**config.mk**
```make
export PLATFORM = sky130hd
export DESIGN_NAME = scan_pipe
export DESIGN_NICKNAME = d
export VERILOG_FILES = /design/src/rtl/scan_pkg.sv /design/src/rtl/scan_sync.sv /design/src/rtl/scan_timing.sv /design/src/rtl/scan_flip.sv /design/src/rtl/scan_regs.sv /design/src/rtl/scan_pipe.sv
export SDC_FILE = /design/constraint.sdc
export NUM_CORES = 1
export LEC_CHECK = 0
export BUFFER_PORTS_ARGS = -buffer_cell sky130_fd_sc_hd__buf_2
export CORE_MARGIN = 1.5
export CORE_UTILIZATION = 45
export DETAILED_ROUTE_END_ITERATION = 12
export PLACE_DENSITY_LB_ADDON = 0.15
export SETUP_SLACK_MARGIN = 0.1
export SLEW_MARGIN = 20
export SYNTH_ARGS = -nofsm -noshare
export SYNTH_HDL_FRONTEND = slang
export SYNTH_HIERARCHICAL = 1
export SYNTH_SLANG_ARGS = --single-unit
```
**constraint.sdc**
```tcl
create_clock -name clk -period 8.1 [get_ports clk]
set_clock_uncertainty 0.05 [all_clocks]
set_input_delay 0.81 -clock clk [delete_from_list [all_inputs] [get_ports clk]]
set_output_delay 0.81 -clock clk [all_outputs]
set_load 0.03 [all_outputs]
```
**src/rtl/scan_pkg.sv**
```systemverilog
package scan_pkg;
    localparam int ADDR_W   = 4;
    localparam int FIELD_HI = 16;

    localparam logic [ADDR_W-1:0] A_CTRL  = 4'd0;
    localparam logic [ADDR_W-1:0] A_HTIME = 4'd1;
    localparam logic [ADDR_W-1:0] A_VTIME = 4'd2;
    localparam logic [ADDR_W-1:0] A_HSYNC = 4'd3;
    localparam logic [ADDR_W-1:0] A_VSYNC = 4'd4;
    localparam logic [ADDR_W-1:0] A_BASE0 = 4'd5;
    localparam logic [ADDR_W-1:0] A_BASE1 = 4'd6;
    localparam logic [ADDR_W-1:0] A_POS   = 4'd7;
    localparam logic [ADDR_W-1:0] A_VBCNT = 4'd8;
    localparam logic [ADDR_W-1:0] A_IRQ   = 4'd9;

    localparam int B_OUTEN    = 0;
    localparam int B_RUN      = 1;
    localparam int B_FLIP     = 2;
    localparam int B_SEL      = 3;
    localparam int B_PEND     = 4;
    localparam int B_SYNC_EN  = 30;
    localparam int B_SYNC_INV = 31;

    typedef enum logic {
        FLIP_IDLE    = 1'b0,
        FLIP_PENDING = 1'b1
    } flip_state_e;
endpackage

```
**src/rtl/scan_sync.sv**
```systemverilog
module scan_sync #(
    parameter int W = 13
) (
    input  logic         run,
    input  logic [W-1:0] pos,
    input  logic [W-1:0] start_pos,
    input  logic [W-1:0] end_pos,
    input  logic         en,
    input  logic         inv,
    output logic         level
);
    logic in_win;

    always_comb begin
        in_win = run && en && (pos >= start_pos) && (pos < end_pos);
        level  = in_win ^ inv;
    end
endmodule

```
**src/rtl/scan_timing.sv**
```systemverilog
module scan_timing #(
    parameter int HW = 13,
    parameter int VW = 12,
    parameter int CW = 32
) (
    input  logic          clk,
    input  logic          rst_n,
    input  logic          run,
    input  logic          soft_clr,
    input  logic [HW-1:0] hactive,
    input  logic [HW-1:0] hlast,
    input  logic [HW-1:0] hs_start,
    input  logic [HW-1:0] hs_end,
    input  logic          hs_en,
    input  logic          hs_inv,
    input  logic [VW-1:0] vactive,
    input  logic [VW-1:0] vlast,
    input  logic [VW-1:0] vs_start,
    input  logic [VW-1:0] vs_end,
    input  logic          vs_en,
    input  logic          vs_inv,
    output logic [HW-1:0] pos_x,
    output logic [VW-1:0] pos_y,
    output logic [CW-1:0] vbcount,
    output logic          hs_evt,
    output logic          vs_evt,
    output logic          vb_evt,
    output logic          hsync,
    output logic          vsync,
    output logic          de
);
    logic        x_wrap;
    logic        y_wrap;
    logic [VW:0] y_inc;

    always_comb begin
        x_wrap = (pos_x == hlast);
        y_wrap = (pos_y == vlast);
        y_inc  = {1'b0, pos_y} + 1'b1;
        hs_evt = run && (pos_x == hs_start);
        vs_evt = run && (pos_x == '0) && (pos_y == vs_start);
        vb_evt = run && x_wrap && (y_inc == {1'b0, vactive});
        de     = run && (pos_x < hactive) && (pos_y < vactive);
    end

    always_ff @(posedge clk or negedge rst_n) begin
        if (!rst_n) begin
            pos_x   <= '0;
            pos_y   <= '0;
            vbcount <= '0;
        end else if (soft_clr) begin
            pos_x   <= '0;
            pos_y   <= '0;
            vbcount <= '0;
        end else begin
            if (run) begin
                pos_x <= x_wrap ? '0 : pos_x + 1'b1;
                if (x_wrap) begin
                    pos_y <= y_wrap ? '0 : pos_y + 1'b1;
                end
            end
            if (vb_evt) begin
                vbcount <= vbcount + 1'b1;
            end
        end
    end

    // One comparator per axis; the axis width picks the variant.
    scan_sync #(.W(HW)) u_hsync (
        .run(run), .pos(pos_x), .start_pos(hs_start), .end_pos(hs_end),
        .en(hs_en), .inv(hs_inv), .level(hsync)
    );

    scan_sync #(.W(VW)) u_vsync (
        .run(run), .pos(pos_y), .start_pos(vs_start), .end_pos(vs_end),
        .en(vs_en), .inv(vs_inv), .level(vsync)
    );
endmodule

```
**src/rtl/scan_flip.sv**
```systemverilog
module scan_flip
    import scan_pkg::*;
(
    input  logic clk,
    input  logic rst_n,
    input  logic soft_clr,
    input  logic flip_req,
    input  logic vb_evt,
    output logic sel,
    output logic pending
);
    flip_state_e state_q;
    flip_state_e state_d;
    logic        sel_d;

    always_ff @(posedge clk or negedge rst_n) begin
        if (!rst_n) begin
            state_q <= FLIP_IDLE;
            sel     <= 1'b0;
        end else begin
            state_q <= state_d;
            sel     <= sel_d;
        end
    end

    always_comb begin
        state_d = state_q;
        sel_d   = sel;
        if (soft_clr) begin
            state_d = FLIP_IDLE;
            sel_d   = 1'b0;
        end else begin
            unique case (state_q)
                FLIP_IDLE: begin
                    if (flip_req) state_d = FLIP_PENDING;
                end
                FLIP_PENDING: begin
                    if (vb_evt) begin
                        state_d = FLIP_IDLE;
                        sel_d   = ~sel;
                    end
                end
                default: state_d = FLIP_IDLE;
            endcase
        end
    end

    assign pending = (state_q == FLIP_PENDING);
endmodule

```
**src/rtl/scan_regs.sv**
```systemverilog
module scan_regs
    import scan_pkg::*;
#(
    parameter int HW = 13,
    parameter int VW = 12,
    parameter int DW = 32
) (
    input  logic              clk,
    input  logic              rst_n,
    input  logic              wr,
    input  logic [ADDR_W-1:0] addr,
    input  logic [DW-1:0]     wdata,
    output logic [DW-1:0]     rdata,
    input  logic [HW-1:0]     pos_x,
    input  logic [VW-1:0]     pos_y,
    input  logic              sel,
    input  logic              pending,
    input  logic [DW-1:0]     vbcount,
    input  logic              hs_evt,
    input  logic              vs_evt,
    output logic              out_en,
    output logic              pipe_on,
    output logic              soft_clr,
    output logic              flip_req,
    output logic [HW-1:0]     hactive,
    output logic [HW-1:0]     hlast,
    output logic [HW-1:0]     hs_start,
    output logic [HW-1:0]     hs_end,
    output logic              hs_en,
    output logic              hs_inv,
    output logic [VW-1:0]     vactive,
    output logic [VW-1:0]     vlast,
    output logic [VW-1:0]     vs_start,
    output logic [VW-1:0]     vs_end,
    output logic              vs_en,
    output logic              vs_inv,
    output logic [DW-1:0]     base0,
    output logic [DW-1:0]     base1,
    output logic [1:0]        irq_en,
    output logic [1:0]        irq_stat,
    output logic              irq_o
);
    logic       wr_ctrl;
    logic [1:0] stat_clr;
    logic       unused_wdata;

    assign wr_ctrl      = wr && (addr == A_CTRL);
    assign soft_clr     = wr_ctrl && pipe_on && !wdata[B_RUN];
    assign flip_req     = wr_ctrl && wdata[B_FLIP];
    assign stat_clr     = (wr && (addr == A_IRQ)) ? wdata[1:0] : 2'b00;
    assign irq_o        = |(irq_stat & irq_en);
    assign unused_wdata = ^wdata;

    always_ff @(posedge clk or negedge rst_n) begin
        if (!rst_n) begin
            out_en   <= 1'b0;
            pipe_on  <= 1'b1;
            hactive  <= '0;
            hlast    <= '0;
            hs_start <= '0;
            hs_end   <= '0;
            hs_en    <= 1'b0;
            hs_inv   <= 1'b0;
            vactive  <= '0;
            vlast    <= '0;
            vs_start <= '0;
            vs_end   <= '0;
            vs_en    <= 1'b0;
            vs_inv   <= 1'b0;
            base0    <= '0;
            base1    <= '0;
            irq_en   <= 2'b00;
            irq_stat <= 2'b00;
        end else begin
            if (wr) begin
                unique case (addr)
                    A_CTRL: begin
                        out_en  <= wdata[B_OUTEN];
                        pipe_on <= wdata[B_RUN];
                    end
                    A_HTIME: begin
                        hactive <= wdata[HW-1:0];
                        hlast   <= wdata[FIELD_HI +: HW];
                    end
                    A_VTIME: begin
                        vactive <= wdata[VW-1:0];
                        vlast   <= wdata[FIELD_HI +: VW];
                    end
                    A_HSYNC: begin
                        hs_start <= wdata[HW-1:0];
                        hs_end   <= wdata[FIELD_HI +: HW];
                        hs_en    <= wdata[B_SYNC_EN];
                        hs_inv   <= wdata[B_SYNC_INV];
                    end
                    A_VSYNC: begin
                        vs_start <= wdata[VW-1:0];
                        vs_end   <= wdata[FIELD_HI +: VW];
                        vs_en    <= wdata[B_SYNC_EN];
                        vs_inv   <= wdata[B_SYNC_INV];
                    end
                    A_BASE0: base0  <= wdata;
                    A_BASE1: base1  <= wdata;
                    A_IRQ:   irq_en <= wdata[FIELD_HI +: 2];
                    default: ;
                endcase
            end
            // a new event wins over a clearing write in the same cycle
            irq_stat <= soft_clr ? 2'b00 : ((irq_stat & ~stat_clr) | {vs_evt, hs_evt});
        end
    end

    always_comb begin
        rdata = '0;
        unique case (addr)
            A_CTRL: begin
                rdata[B_OUTEN] = out_en;
                rdata[B_RUN]   = pipe_on;
                rdata[B_SEL]   = sel;
                rdata[B_PEND]  = pending;
            end
            A_HTIME: begin
                rdata[HW-1:0]          = hactive;
                rdata[FIELD_HI +: HW]  = hlast;
            end
            A_VTIME: begin
                rdata[VW-1:0]          = vactive;
                rdata[FIELD_HI +: VW]  = vlast;
            end
            A_HSYNC: begin
                rdata[HW-1:0]          = hs_start;
                rdata[FIELD_HI +: HW]  = hs_end;
                rdata[B_SYNC_EN]       = hs_en;
                rdata[B_SYNC_INV]      = hs_inv;
            end
            A_VSYNC: begin
                rdata[VW-1:0]          = vs_start;
                rdata[FIELD_HI +: VW]  = vs_end;
                rdata[B_SYNC_EN]       = vs_en;
                rdata[B_SYNC_INV]      = vs_inv;
            end
            A_BASE0: rdata = base0;
            A_BASE1: rdata = base1;
            A_POS: begin
                rdata[FIELD_HI +: HW]  = pos_x;
                rdata[VW-1:0]          = pos_y;
            end
            A_VBCNT: rdata = vbcount;
            A_IRQ: begin
                rdata[1:0]             = irq_stat;
                rdata[FIELD_HI +: 2]   = irq_en;
            end
            default: rdata = '0;
        endcase
    end
endmodule

```
**src/rtl/scan_pipe.sv**
```systemverilog
module scan_pipe
    import scan_pkg::*;
#(
    parameter int HW = 13,
    parameter int VW = 12,
    parameter int DW = 32
) (
    input  logic              clk,
    input  logic              rst_n,
    input  logic              reg_wr,
    input  logic [ADDR_W-1:0] reg_addr,
    input  logic [DW-1:0]     reg_wdata,
    output logic [DW-1:0]     reg_rdata,
    output logic              hsync_o,
    output logic              vsync_o,
    output logic              de_o,
    output logic              irq_o,
    output logic [DW-1:0]     fb_base_o
);
    logic          out_en, pipe_on, run, soft_clr, flip_req;
    logic [HW-1:0] hactive, hlast, hs_start, hs_end;
    logic [VW-1:0] vactive, vlast, vs_start, vs_end;
    logic          hs_en, hs_inv, vs_en, vs_inv;
    logic [DW-1:0] base0, base1, vbcount;
    logic [1:0]    irq_en, irq_stat;
    logic [HW-1:0] pos_x;
    logic [VW-1:0] pos_y;
    logic          hs_evt, vs_evt, vb_evt;
    logic          sel, pending;

    assign run       = out_en && pipe_on;
    assign fb_base_o = sel ? base1 : base0;

    scan_regs #(.HW(HW), .VW(VW), .DW(DW)) u_regs (
        .clk(clk), .rst_n(rst_n), .wr(reg_wr), .addr(reg_addr),
        .wdata(reg_wdata), .rdata(reg_rdata),
        .pos_x(pos_x), .pos_y(pos_y), .sel(sel), .pending(pending),
        .vbcount(vbcount), .hs_evt(hs_evt), .vs_evt(vs_evt),
        .out_en(out_en), .pipe_on(pipe_on), .soft_clr(soft_clr),
        .flip_req(flip_req),
        .hactive(hactive), .hlast(hlast), .hs_start(hs_start),
        .hs_end(hs_end), .hs_en(hs_en), .hs_inv(hs_inv),
        .vactive(vactive), .vlast(vlast), .vs_start(vs_start),
        .vs_end(vs_end), .vs_en(vs_en), .vs_inv(vs_inv),
        .base0(base0), .base1(base1), .irq_en(irq_en),
        .irq_stat(irq_stat), .irq_o(irq_o)
    );

    scan_timing #(.HW(HW), .VW(VW), .CW(DW)) u_timing (
        .clk(clk), .rst_n(rst_n), .run(run), .soft_clr(soft_clr),
        .hactive(hactive), .hlast(hlast), .hs_start(hs_start),
        .hs_end(hs_end), .hs_en(hs_en), .hs_inv(hs_inv),
        .vactive(vactive), .vlast(vlast), .vs_start(vs_start),
        .vs_end(vs_end), .vs_en(vs_en), .vs_inv(vs_inv),
        .pos_x(pos_x), .pos_y(pos_y), .vbcount(vbcount),
        .hs_evt(hs_evt), .vs_evt(vs_evt), .vb_evt(vb_evt),
        .hsync(hsync_o), .vsync(vsync_o), .de(de_o)
    );

    scan_flip u_flip (
        .clk(clk), .rst_n(rst_n), .soft_clr(soft_clr),
        .flip_req(flip_req), .vb_evt(vb_evt),
        .sel(sel), .pending(pending)
    );
endmodule

```
==> Word level (Yosys, flattened, before mapping) <==
Index checks and enable logic that the tools add are counted.
{ "word_totals": {"regBits": 233, "latch_bits": 0, "ramBits": 0, "rom_bits": 0, "input_bits": 39, "word_cells": 122, "memories": 0} }
{ "classes": {"n_addsub": 4, "mul": 0, "div": 0, "n_lt_le_gt_ge": 6, "eq_ne": 14, "n_shift": 0, "mux": 30, "bitwise": 8, "reduce_logical": 37} }
{ "op_table": {"columns": ["cell", "count"], "rows": [
  ["$mux 32", 3],
  ["$pmux 10 s8", 1],
  ["$pmux 7 s8", 1],
  ["$mux 12", 4],
  ["$mux 13", 3],
  ["$pmux 2 s9", 2],
  ["$add 32x1->32 const B", 1],
  ["$eq 13x13->1", 2],
  ["$lt 13x13->1", 2],
  ["$eq 12x12->1", 2],
  ["$lt 12x12->1", 2],
  ["$pmux 2 s10", 1],
  ["$reduce_and 2->1", 10],
  ["$logic_and 1x1->1", 19],
  ["$eq 4x3->1 const B", 4],
  ["$add 12x1->13 const B", 1],
  ["$add 13x1->13 const B", 1],
  ["$eq 13x12->1", 1],
  ["$ge 13x13->1", 1],
  ["$logic_not 13->1", 1],
  ["$add 12x1->12 const B", 1],
  ["$ge 12x12->1", 1],
  ["$pmux 2 s5", 1],
  ["$pmux 3 s3", 1],
  ["19 further kinds", 33]
]} }

==> Longest topological paths before layout <==
Gate-level depths: netlist of the first run.
{ "logic_depth": {"ltp_word": 7, "depth_mapped": 10, "depth_no_buf": 9} }

==> Hierarchy <==
Netlist of the first run, hierarchy kept.
{ "modules_own_cells": {"columns": ["module", "instances", "cells_each", "area_per_inst_um2"], "rows": [
  ["scan_regs", 1, 638, 8531.9],
  ["scan_timing", 1, 580, 4842.1],
  ["scan_sync (u_timing.u_hsync)", 1, 89, 631.9],
  ["scan_sync (u_timing.u_vsync)", 1, 83, 615.6],
  ["scan_pipe", 1, 37, 550.5],
  ["scan_flip", 1, 8, 95.1]
]} }

==> Worst setup path before layout of the first run <==
Ideal clock, no wire load.
{ "synth_timing": {"path_kind": "input port to flip-flop", "start": "input port reg_addr[3]", "end": "register u_timing.vbcount[11]", "setup_ps": 128, "arrival_ps": 3095, "slack_ps": 4828, "path_stages": 9, "path_buffers": 4, "cell_sequence": "buf_4 -> nor2_4 -> nand3_1 -> nor3b_1 -> clkbuf_1 -> clkbuf_1 -> clkbuf_1 -> nor2_1 -> mux2_1"} }
{ "synth_via": {"elab_chain_cells": 5} }
{ "synth_lines": {"columns": ["item", "line", "source"], "rows": [
  ["start: declaration", "scan_pipe.sv:11", "input logic [ADDR_W-1:0] reg_addr,"],
  ["$logic_not 4->1 (*)", "scan_regs.sv:47", "assign wr_ctrl = wr && (addr == A_CTRL);"],
  ["$logic_and 1x1->1 (*)", "scan_regs.sv:47", null],
  ["$logic_and 1x1->1 (*) (2 in series)", "scan_regs.sv:48", "assign soft_clr = wr_ctrl && pipe_on && !wdata[B_RUN];"],
  ["net soft_clr", "scan_pipe.sv:20", "logic out_en, pipe_on, run, soft_clr, flip_req;"],
  ["$mux 32 or $reduce_bool 2->1 (tied branches)", null, null],
  ["end signal: assignment", "scan_timing.sv:63", "vbcount <= vbcount + 1'b1;"],
  ["end: declaration", "scan_timing.sv:24", "output logic [CW-1:0] vbcount,"]
]} }
Mark *: on every way through the listed nets, which the timed path passes. The rest lies on a longest branch.
A chain may end at the register's enable or synchronous reset.

==> Worst setup path after layout of the first run <==
{ "layout_timing": {"start": "register u_regs.pipe_on", "end": "output port de_o"} }
{ "layout_via": {"elab_chain_cells": 3} }
{ "layout_lines": {"columns": ["item", "line", "source"], "rows": [
  ["start: declaration", "scan_regs.sv:22", "output logic pipe_on,"],
  ["start signal: assignment", "scan_regs.sv:79", "pipe_on <= wdata[B_RUN];"],
  ["$logic_and 1x1->1", "scan_pipe.sv:31", "assign run = out_en && pipe_on;"],
  ["net run", "scan_pipe.sv:20", null],
  ["$logic_and 1x1->1 (2 in series)", "scan_timing.sv:43", "de = run && (pos_x < hactive) && (pos_y < vactive);"],
  ["end: declaration", "scan_pipe.sv:16", "output logic de_o,"]
]} }
The timed path passes the listed nets, and every way through them passes these cells.

==> results of run 1 <==
[sequential cells by signal, summed over array words and instances (netlist names), 13 cells and up]
name,flops
u_regs/base0,32
u_regs/base1,32
u_regs/hactive,13
u_regs/hlast,13
u_regs/hs_end,13
u_regs/hs_start,13
u_timing/pos_x,13
u_timing/vbcount,32
[Yosys cell counts, types with 5 or more instances]
cell | count | area, µm²
o22a_1 | 9 | 78.83
nor2b_1 | 38 | 237.7
buf_4 | 16 | 120.1
clkbuf_1 | 18 | 67.56
a221oi_1 | 11 | 96.34
o21ai_0 | 45 | 225.2
buf_6 | 20 | 225.2
and2_1 | 9 | 56.30
a21o_1 | 10 | 75.07
a22oi_1 | 39 | 292.8
o21ai_1 | 12 | 60.06
dfrtp_1 | 232 | 5806
a21oi_1 | 30 | 150.1
o221ai_1 | 8 | 70.07
ha_1 | 76 | 950.9
o22ai_1 | 5 | 31.28
mux2_4 | 30 | 450.4
nand2b_1 | 12 | 75.07
nand2_1 | 76 | 285.3
mux2_1 | 175 | 1971
and3_1 | 10 | 62.56
a32oi_1 | 9 | 78.83
o31ai_1 | 7 | 52.55
o32a_1 | 6 | 60.06
buf_2 | 27 | 135.1
xor2_1 | 29 | 254.0
nand3_1 | 37 | 185.2
xnor2_1 | 46 | 402.9
inv_1 | 91 | 341.6
mux2_2 | 17 | 191.4
a22o_1 | 14 | 122.6
or4_1 | 18 | 135.1
nor4_1 | 9 | 56.30
mux2i_1 | 28 | 280.3
nand4_1 | 23 | 143.9
nor2_1 | 67 | 251.5
nor3_1 | 25 | 125.1
[where the power goes]
group	total, W	internal [W]	switching (W)
Clock	0.00134	0.000808	0.000533
Sequential	0.00176	0.00140	0.000359
Combinational	0.00120	0.000528	0.000675
Total	0.00430	0.00273	0.00157
[cell families (layout without fill, tap and decap cells)]
logic type	count (synthesis)	count (layout)	synth area share
AOI/OAI and AO/OA	249	249	0.1190
xor gates and xnor gates	75	75	0.04303
adders and majority gates	76	76	0.06228
buffers and inverters	176	267	0.06253
DFF	233	233	0.3820
muxes	252	252	0.1924
other	0	1	0
and+or+nand+nor	374	374	0.1387
[stage by stage]
step,hold WS (ps),std cells,total power [W]
CTS,254.2,1974,0.004299
global placement,441.2,1922,0.002919
finish,210.6,1975,0.004301
detailed placement,455.7,1922,0.002950
global route,253.5,1974,0.004491
floorplan,421.0,1435,0.002508
[worst max path at each step]
stage / endpoint / slack [ps] / cells after the start
6_report: de_o / 3600 / 6
5_1_grt: reg_rdata[25] / 3690 / 7
4_1_cts: de_o / 3820 / 6
3_5_place_dp: reg_rdata[25] / 3910 / 7
3_3_place_gp: reg_rdata[25] / 3990 / 7
2_1_floorplan: u_timing/vbcount[11] / 4830 / 9
[layer usage]
| metal | global-route usage | vias up | part of all wire |
|---|---|---|---|
| li1 | - | 5373 | - |
| met1 | 0.4010 | 6110 | 0.43 |
| met2 | 0.4484 | 594 | 0.45 |
| met3 | 0.05666 | 124 | 0.085 |
| met4 | 0.1024 | 2 | 0.038 |
| met5 | 0 | - | 0.00025 |
[worst max-delay path: cells and delay by family, from the launching register on]
kind / cells / cell delay [ps]
flops: 1 / 540
compound gates: 2 / 1300
buf+inv: 2 / 550
simple gates: 2 / 670
[layout by cell type, fill, tap and decap left out, types with 6 or more instances in the layout]
cell type,n
dfrtp_1,231
nand3_1,37
o221ai_1,8
o32a_1,6
a22o_1,14
xor2_1,29
and3_1,10
mux2i_1,28
clkbuf_16,28
inv_1,91
or4_1,18
ha_1,76
a32oi_1,9
a221oi_1,11
o21ai_1,12
nand2_1,76
nor2b_1,38
mux2_4,30
mux2_2,17
nor3_1,25
o31ai_1,7
nor4_1,9
o21ai_0,45
nor2_1,67
a21oi_1,30
a22oi_1,39
clkbuf_8,8
nand4_1,23
xnor2_1,46
buf_2,105
a21o_1,10
nand2b_1,12
and2_1,9
mux2_1,175
buf_4,17
o22a_1,9
[layout make-up]
cell class                      instances  area (µm²)
Antenna cell                            1       2.502
Clock buffer                           40       825.8
Clock inverter                         12       173.9
Fill cell                            3027       16540
Inverter                               91       341.6
Multi-Input combinational cell       1026        8486
Sequential cell                       233        5833
Tap cell                              448       560.5
Timing Repair Buffer                  124       688.2
==> flow_summary.json, run 1 <==
{
  "async_flop_share": 1.000,
  "maxCapViolations": 0,
  "cts_buffers": 28,
  "endpoint_kind": "output pin",
  "finalHoldViolCount": 0,
  "syn_area_um2": 15270,
  "track_usage": 0.2888,
  "place_ws_ps": 3914,
  "wl_mm": 51.01,
  "hpwl_mm": 36.96,
  "timing.rr.start": "u_regs/pipe_on",
  "area_growth_syn_to_layout_pct": 10.77,
  "dieArea_um2": 35040,
  "r2r-end": "u_timing/vbcount[31]",
  "die_w_um": 187.2,
  "ant_nets": 0,
  "r2r_cells": 7,
  "synth_fp_nets": 1550,
  "period_share": 0.5561,
  "wl_per_cell_um": 25.83,
  "gp_congestion": 0.9328,
  "syn_area_per_cell_um2": 10.64,
  "num_rows": 67,
  "post_cts_buffers": 0,
  "syn_inst": 1435,
  "final.setup.tns_ps": 0,
  "rrSetupSlack_ps": 4300,
  "drc": 0,
  "crit_chain": "and2_1, inv_1, a2111oi_0, nand2_1, a211oi_1, buf_2",
  "rsz0062_at_grt": "no",
  "ys.warnings.count": 6,
  "finalInstanceArea_um2": 16910,
  "ys_ff_latch": 233,
  "grt_overflow": 0,
  "ys_seq_area_frac": 0.3820,
  "cts_buffer_depth": 3,
  "p_leak_nw": 7.713,
  "clkSlewWorstSetupHoldPaths_ps": 60,
  "critPathMaxFanout": 9,
  "slowest_stage": "a2111oi_0",
  "dominantRegCellSynth": "dfrtp_1",
  "critPathArrivalTime_ps": 3640,
  "synth_cell_type_count": 93,
  "worstSkewPairLatency_ps": 580,
  "drtPass1Iterations": 6,
  "vias": 12200,
  "worstMarginPinSlew_ps": 1250,
  "relSlewSlack": 0.1649,
  "slowest_delay_ps": 1000,
  "power.density_nw_per_um2": 254.3,
  "start_util": 0.4564,
  "period_minus_slack_ps": 4505,
  "cts-root-buf": "clkbuf_16",
  "cts_hold_buf": 0,
  "cts.sinks": 233,
  "timing.fmax_mhz": 222.0,
  "layout.nets": 1619,
  "synth_enable_flop_cells": 0,
  "drive_gt1_frac": 0.1704,
  "ios": 107,
  "setup_viol": 0,
  "startpoint": "u_regs/pipe_on",
  "fin_util": 0.5056,
  "path_class": "reg2out",
  "dpl-instance-area_um2": 15910,
  "status": "finished, final reports clean",
  "port_buffers": 106,
  "fp.dieH_um": 187.2,
  "min_path_type": "in2async",
  "htreeDepth": 1,
  "grt_pass1_vias": 11720,
  "final.setup.worst_slack_ps": 3595,
  "peakVddDrop_v": 0.0001764,
  "via_per_inst": 6.179,
  "grt_pass1_wl_mm": 76.42,
  "cp-start-kind": "flop",
  "grt_max_degree": 138,
  "core_area_um2": 33450,
  "cp.required_ps": 7240,
  "drtIter0Drc": 1317,
  "tritoncts": "yes",
  "grt_antenna_before_repair": 3,
  "drv_slew": 0,
  "post_cts_resized": 0
}
Note: power is estimated with default switching activity, not from simulation.
==> inputs of run 2 (changes only) <==
- clock period: 8.1 -> 4.4 ns (I/O delays scaled with it)
==> run 2 against run 1 <==
Final area rose by 1.3%; non-clock buffer count rose by 22; global-route usage rose by 1.6 points; die area did not move.
==> flow_summary.json, run 2 (synthesis results as in run 1) <==
{
  "status": "finished, final reports clean",
  "reg.largest.list": "u_regs/base0: 32 flops, u_regs/base1: 32 flops, u_timing/vbcount: 32 flops",
  "drc": 0,
  "endpoint_kind": "output pin",
  "post_cts_buffers": 0,
  "drv_slew": 0,
  "fp.dieH_um": 187.2,
  "min_path_type": "in2reg",
  "switching_power_w": 0.002910,
  "grt_overflow": 0,
  "cts-root-buf": "clkbuf_16",
  "drive_gt1_frac": 0.1815,
  "worstSkewPairLatency_ps": 580,
  "dpl-instance-area_um2": 16080,
  "rrSetupSlack_ps": 950,
  "critPathMaxFanout": 10,
  "grt_max_degree": 83,
  "post_layout_nonfiller_instances": 1996,
  "wl_per_cell_um": 26.78,
  "hold_ws_ps": 66.22,
  "via_per_inst": 6.166,
  "post-place-cells": 1943,
  "post_cts_resized": 0,
  "tritoncts": "yes",
  "finalInstanceArea_um2": 17130,
  "critPathArrivalTime_ps": 3150,
  "htreeDepth": 1,
  "drtPass1Iterations": 7,
  "multiInputGateArea_um2": 8486,
  "cts_buffers": 28,
  "cts_hold_buf": 1,
  "dieArea_um2": 35040,
  "period_minus_slack_ps": 3640,
  "netSwitchingFraction": 0.3609,
  "ant_nets": 0,
  "power.density_nw_per_um2": 470.8,
  "hold_start": "reg_wdata[13]",
  "nFillCells": 3023,
  "drtIter0Drc": 1309,
  "seqPwrFrac": 0.398,
  "final.setup.tns_ps": 0,
  "rsz0062_at_grt": "no",
  "num_rows": 67,
  "final.setup.worst_slack_ps": 759.8,
  "finalHoldViolCount": 0,
  "ios": 107,
  "timing.rr.start": "u_timing/pos_y[1]",
  "wl_mm": 53.45,
  "regArea_um2": 5833,
  "path_class": "reg2out",
  "gp_congestion": 0.9551,
  "area_growth_syn_to_layout_pct": 12.18,
  "cp-start-kind": "flop",
  "place_ws_ps": 986.6,
  "start_util": 0.4564,
  "min_to": "u_regs/base1[13]",
  "period_share": 0.8273,
  "insertedDiodeCount": 0,
  "grt_antenna_before_repair": 0,
  "peakVddDrop_v": 0.0003544,
  "cts_buffer_depth": 3,
  "port_buffers": 106,
  "final_common_cell": "dfrtp_1",
  "core_area_um2": 33450,
  "die_w_um": 187.2,
  "track_usage": 0.3045,
  "vias": 12310,
  "cp.required_ps": 3910,
  "clkPwrFrac": 0.320,
  "hpwl_mm": 39.25,
  "r2r-end": "u_timing/vbcount[23]",
  "r2r_cells": 8,
  "cts.sinks": 233,
  "final_cell_mix": "dfrtp_1, mux2_1, buf_2",
  "relSlewSlack": 0.3441,
  "clkSlewWorstSetupHoldPaths_ps": 60,
  "grt_pass1_vias": 11870,
  "worstMarginPinSlew_ps": 981.8,
  "setup_viol": 0,
  "maxCapViolations": 0,
  "internal-power_w": 0.005154,
  "p_leak_nw": 7.850,
  "timing.fmax_mhz": 274.7,
  "layout.nets": 1641,
  "grt_pass1_wl_mm": 79.99,
  "pwr-share-comb": 0.282,
  "whs_path_depth": 2
}
run 2: critical path: stages (launching register included):
cell,delay (ps)
dfrtp_1,550
buf_4,280
ha_1,320
nand2_1,110
nor2_1,160
a211oi_2,60
o221ai_1,350
o21ai_1,160
xnor2_1,320
buf_2,270
run 2: per-stage QoR:
step | utilization | total power (W)
2_1_floorplan | - | 0.004617
3_3_place_gp | 0.4807 | 0.005417
3_5_place_dp | 0.4807 | 0.005462
4_1_cts | 0.5120 | 0.008069
5_1_grt | 0.5120 | 0.008424
6_report | 0.5120 | 0.008064
run 2: per-layer routing:
metal / track usage / routed length, µm / vias to the layer above
met1: 0.4308 / 23330 / 6229
met3: 0.04540 / 3963 / 135
met5: 0 / 0 / -
met4: 0.1203 / 2387 / 0
li1: - / - / 5412
met2: 0.4687 / 23770 / 531
run 2: power groups by stage:
stage	Combinational, W	Clock, W	Sequential (W)
2_1_floorplan	0.00170	0	0.00291
3_3_place_gp	0.00220	0	0.00322
3_5_place_dp	0.00224	0	0.00322
4_1_cts	0.00226	0.00263	0.00318
5_1_grt	0.00247	0.00271	0.00325
6_report	0.00228	0.00258	0.00321
run 2: cell type report:
class	count	area share
clock buffers	36	0.04500
flip-flops and latches	233	0.3406
clock inverters	16	0.01556
repair buffers	146	0.05070
well taps	448	0.03273
multi-input cells	1026	0.4955
inverters	91	0.01994
run 2: worst max path at each step:
stage,start,endpoint,slack [ps],cells past startpoint
after floorplan,reg_addr[3],u_timing/vbcount[11],1500,9
after global placement,reg_addr[0],reg_rdata[3],1080,7
after detailed placement,u_timing/pos_y[1],u_timing/vbcount[23],990,8
after CTS,u_timing/pos_y[1],de_o,810,9
after global routing,u_timing/pos_y[10],de_o,720,6
final,u_timing/pos_y[7],vsync_o,760,9
==> inputs of run 3 (changes only) <==
- clock period: 4.4 -> 3.1 ns (I/O delays scaled with it)
==> run 3 against run 2 <==
Critical path depth is 1 lower; combinational power is 65% higher; critical endpoint is now hsync_o; non-clock buffer count is 95 higher; core utilization is 3.9 points higher; final cell count is 4.8% higher; count of clock-buffer cells in the layout is 2 higher.
==> flow_summary.json, run 3 (synthesis results as in run 1) <==
{
  "port_buffers": 106,
  "rrSetupSlack_ps": 230,
  "core_area_um2": 33450,
  "startpoint": "u_regs/hs_start[0]",
  "start_util": 0.4564,
  "timing.fmax_mhz": 325.8,
  "area_growth_syn_to_layout_pct": 20.79,
  "gp_congestion": 0.9394,
  "grt_pass1_wl_mm": 80.44,
  "power.density_nw_per_um2": 654.4,
  "insertedDiodeCount": 0,
  "setup_viol": 0,
  "track_usage": 0.3070,
  "final_common_cell": "dfrtp_1",
  "final.setup.worst_slack_ps": 30.25,
  "power.total_w": 0.01207,
  "r2r_cells": 11,
  "drtIter0Drc": 1369,
  "whs_path_depth": 2,
  "path_class": "reg2out",
  "dieArea_um2": 35040,
  "vias": 12800,
  "post_layout_nonfiller_instances": 2091,
  "drc": 0,
  "cts.sinks": 233,
  "drtPass1Iterations": 5,
  "drv_slew": 0,
  "grt_max_degree": 94,
  "tritoncts": "yes",
  "timing.rr.start": "u_timing/pos_x[2]",
  "endpoint_kind": "output pin",
  "cp.required_ps": 2740,
  "relSlewSlack": 0.2974,
  "status": "finished, final reports clean",
  "grt_antenna_before_repair": 3,
  "reg.largest.list": "u_regs/base0: 32 flops, u_regs/base1: 32 flops, u_timing/vbcount: 32 flops",
  "critPathMaxFanout": 4,
  "wl_mm": 54.63,
  "place_ws_ps": 85.91,
  "period_minus_slack_ps": 3070,
  "peakVddDrop_v": 0.0004362,
  "htreeDepth": 1,
  "critPathArrivalTime_ps": 2710,
  "final_cell_mix": "dfrtp_1, mux2_1, buf_4",
  "die_w_um": 187.2,
  "min_to": "u_regs/vlast[6]",
  "worstMarginPinSlew_ps": 1052,
  "worstSkewPairLatency_ps": 580,
  "min_path_type": "in2reg",
  "cp-start-kind": "flop",
  "drive_gt1_frac": 0.2587,
  "post-place-cells": 1993,
  "fin_util": 0.5513,
  "num_rows": 67,
  "fp.dieH_um": 187.2,
  "final.setup.tns_ps": 0,
  "cts_buffers": 28,
  "wl_per_cell_um": 26.12,
  "maxCapViolations": 0,
  "cts-root-buf": "clkbuf_16",
  "hold_start": "reg_wdata[22]",
  "cts_buffer_depth": 3,
  "ant_nets": 0,
  "hpwl_mm": 39.92,
  "grt_pass1_vias": 12190,
  "rsz0062_at_grt": "yes",
  "p_leak_nw": 8.403,
  "clkSlewWorstSetupHoldPaths_ps": 60,
  "r2r-end": "u_timing/vbcount[23]",
  "via_per_inst": 6.121,
  "grt_overflow": 0,
  "layout.nets": 1736,
  "period_share": 0.9902,
  "finalHoldViolCount": 0,
  "ios": 107
}
## run 3: changes by cell type in the layout (fill, tap and decap cells not counted), moves of 11 or more
cell | previous run | this run
dfrtp_1 | 231 | 219
buf_4 | 37 | 106
buf_6 | 0 | 14
ha_4 | 0 | 16
dlygate4sd3_1 | 1 | 12
dfrtp_2 | 1 | 13
ha_1 | 76 | 60
## run 3: worst max-delay path by stage
stage | endpoint | slack (ps)
2_1_floorplan | u_timing/vbcount[11] | 330
3_3_place_gp | u_timing/vbcount[31] | 130
3_5_place_dp | u_timing/vbcount[23] | 90
4_1_cts | hsync_o | -50
5_1_grt | hsync_o | -40
6_report | hsync_o | 30
## run 3: repair_timing
action | in CTS | in global routing
endpoints found under the hold margin | 127 | 0
buffers inserted | 12 | 22
gates resized for setup | 40 | 46
endpoints found under the setup margin | 4 | 25
hold buffers | 12 | 0
pin swaps | 18 | 30
## run 3: power by group
group | switching (W) | internal (W) | leakage (nW)
logic | 0.00207 | 0.00170 | 5.02
clock network | 0.00142 | 0.00243 | 0.539
registers | 0.000796 | 0.00366 | 2.85
## run 3: worst max-delay path: stages, from the launching register on
cell and delay [ps]:
dfrtp_1 480, ha_4 210, nor2b_2 150, o21ai_2 170, a31oi_4 120, o41ai_4 360
o311ai_2 190, xnor2_1 250, buf_4 210
## run 3: routing by layer
metal	routed length [µm]	global-route usage	up-vias
met5	15	0	-
met2	24310	0.4761	607
met4	2423	0.1176	2
met3	4611	0.05516	149
li1	-	-	5601
met1	23260	0.4266	6440
## run 3: through the flow
step	hold slack [ps]	instance area [µm²]
2_1_floorplan	-35.59	15270
3_3_place_gp	379.7	16500
3_5_place_dp	375.7	16500
4_1_cts	1.793	18000
5_1_grt	21.57	18440
6_report	12.44	18440
## run 3: final cells by class
type                       instances  area, µm²
timing repair buffer             241       1719
tap                              448      560.5
clock buffer                      38      818.3
inverter                          91      344.1
multi-input combinational       1026       8877
sequential                       233       5848
clock inverter                    14      274.0
fill                            2977      15010
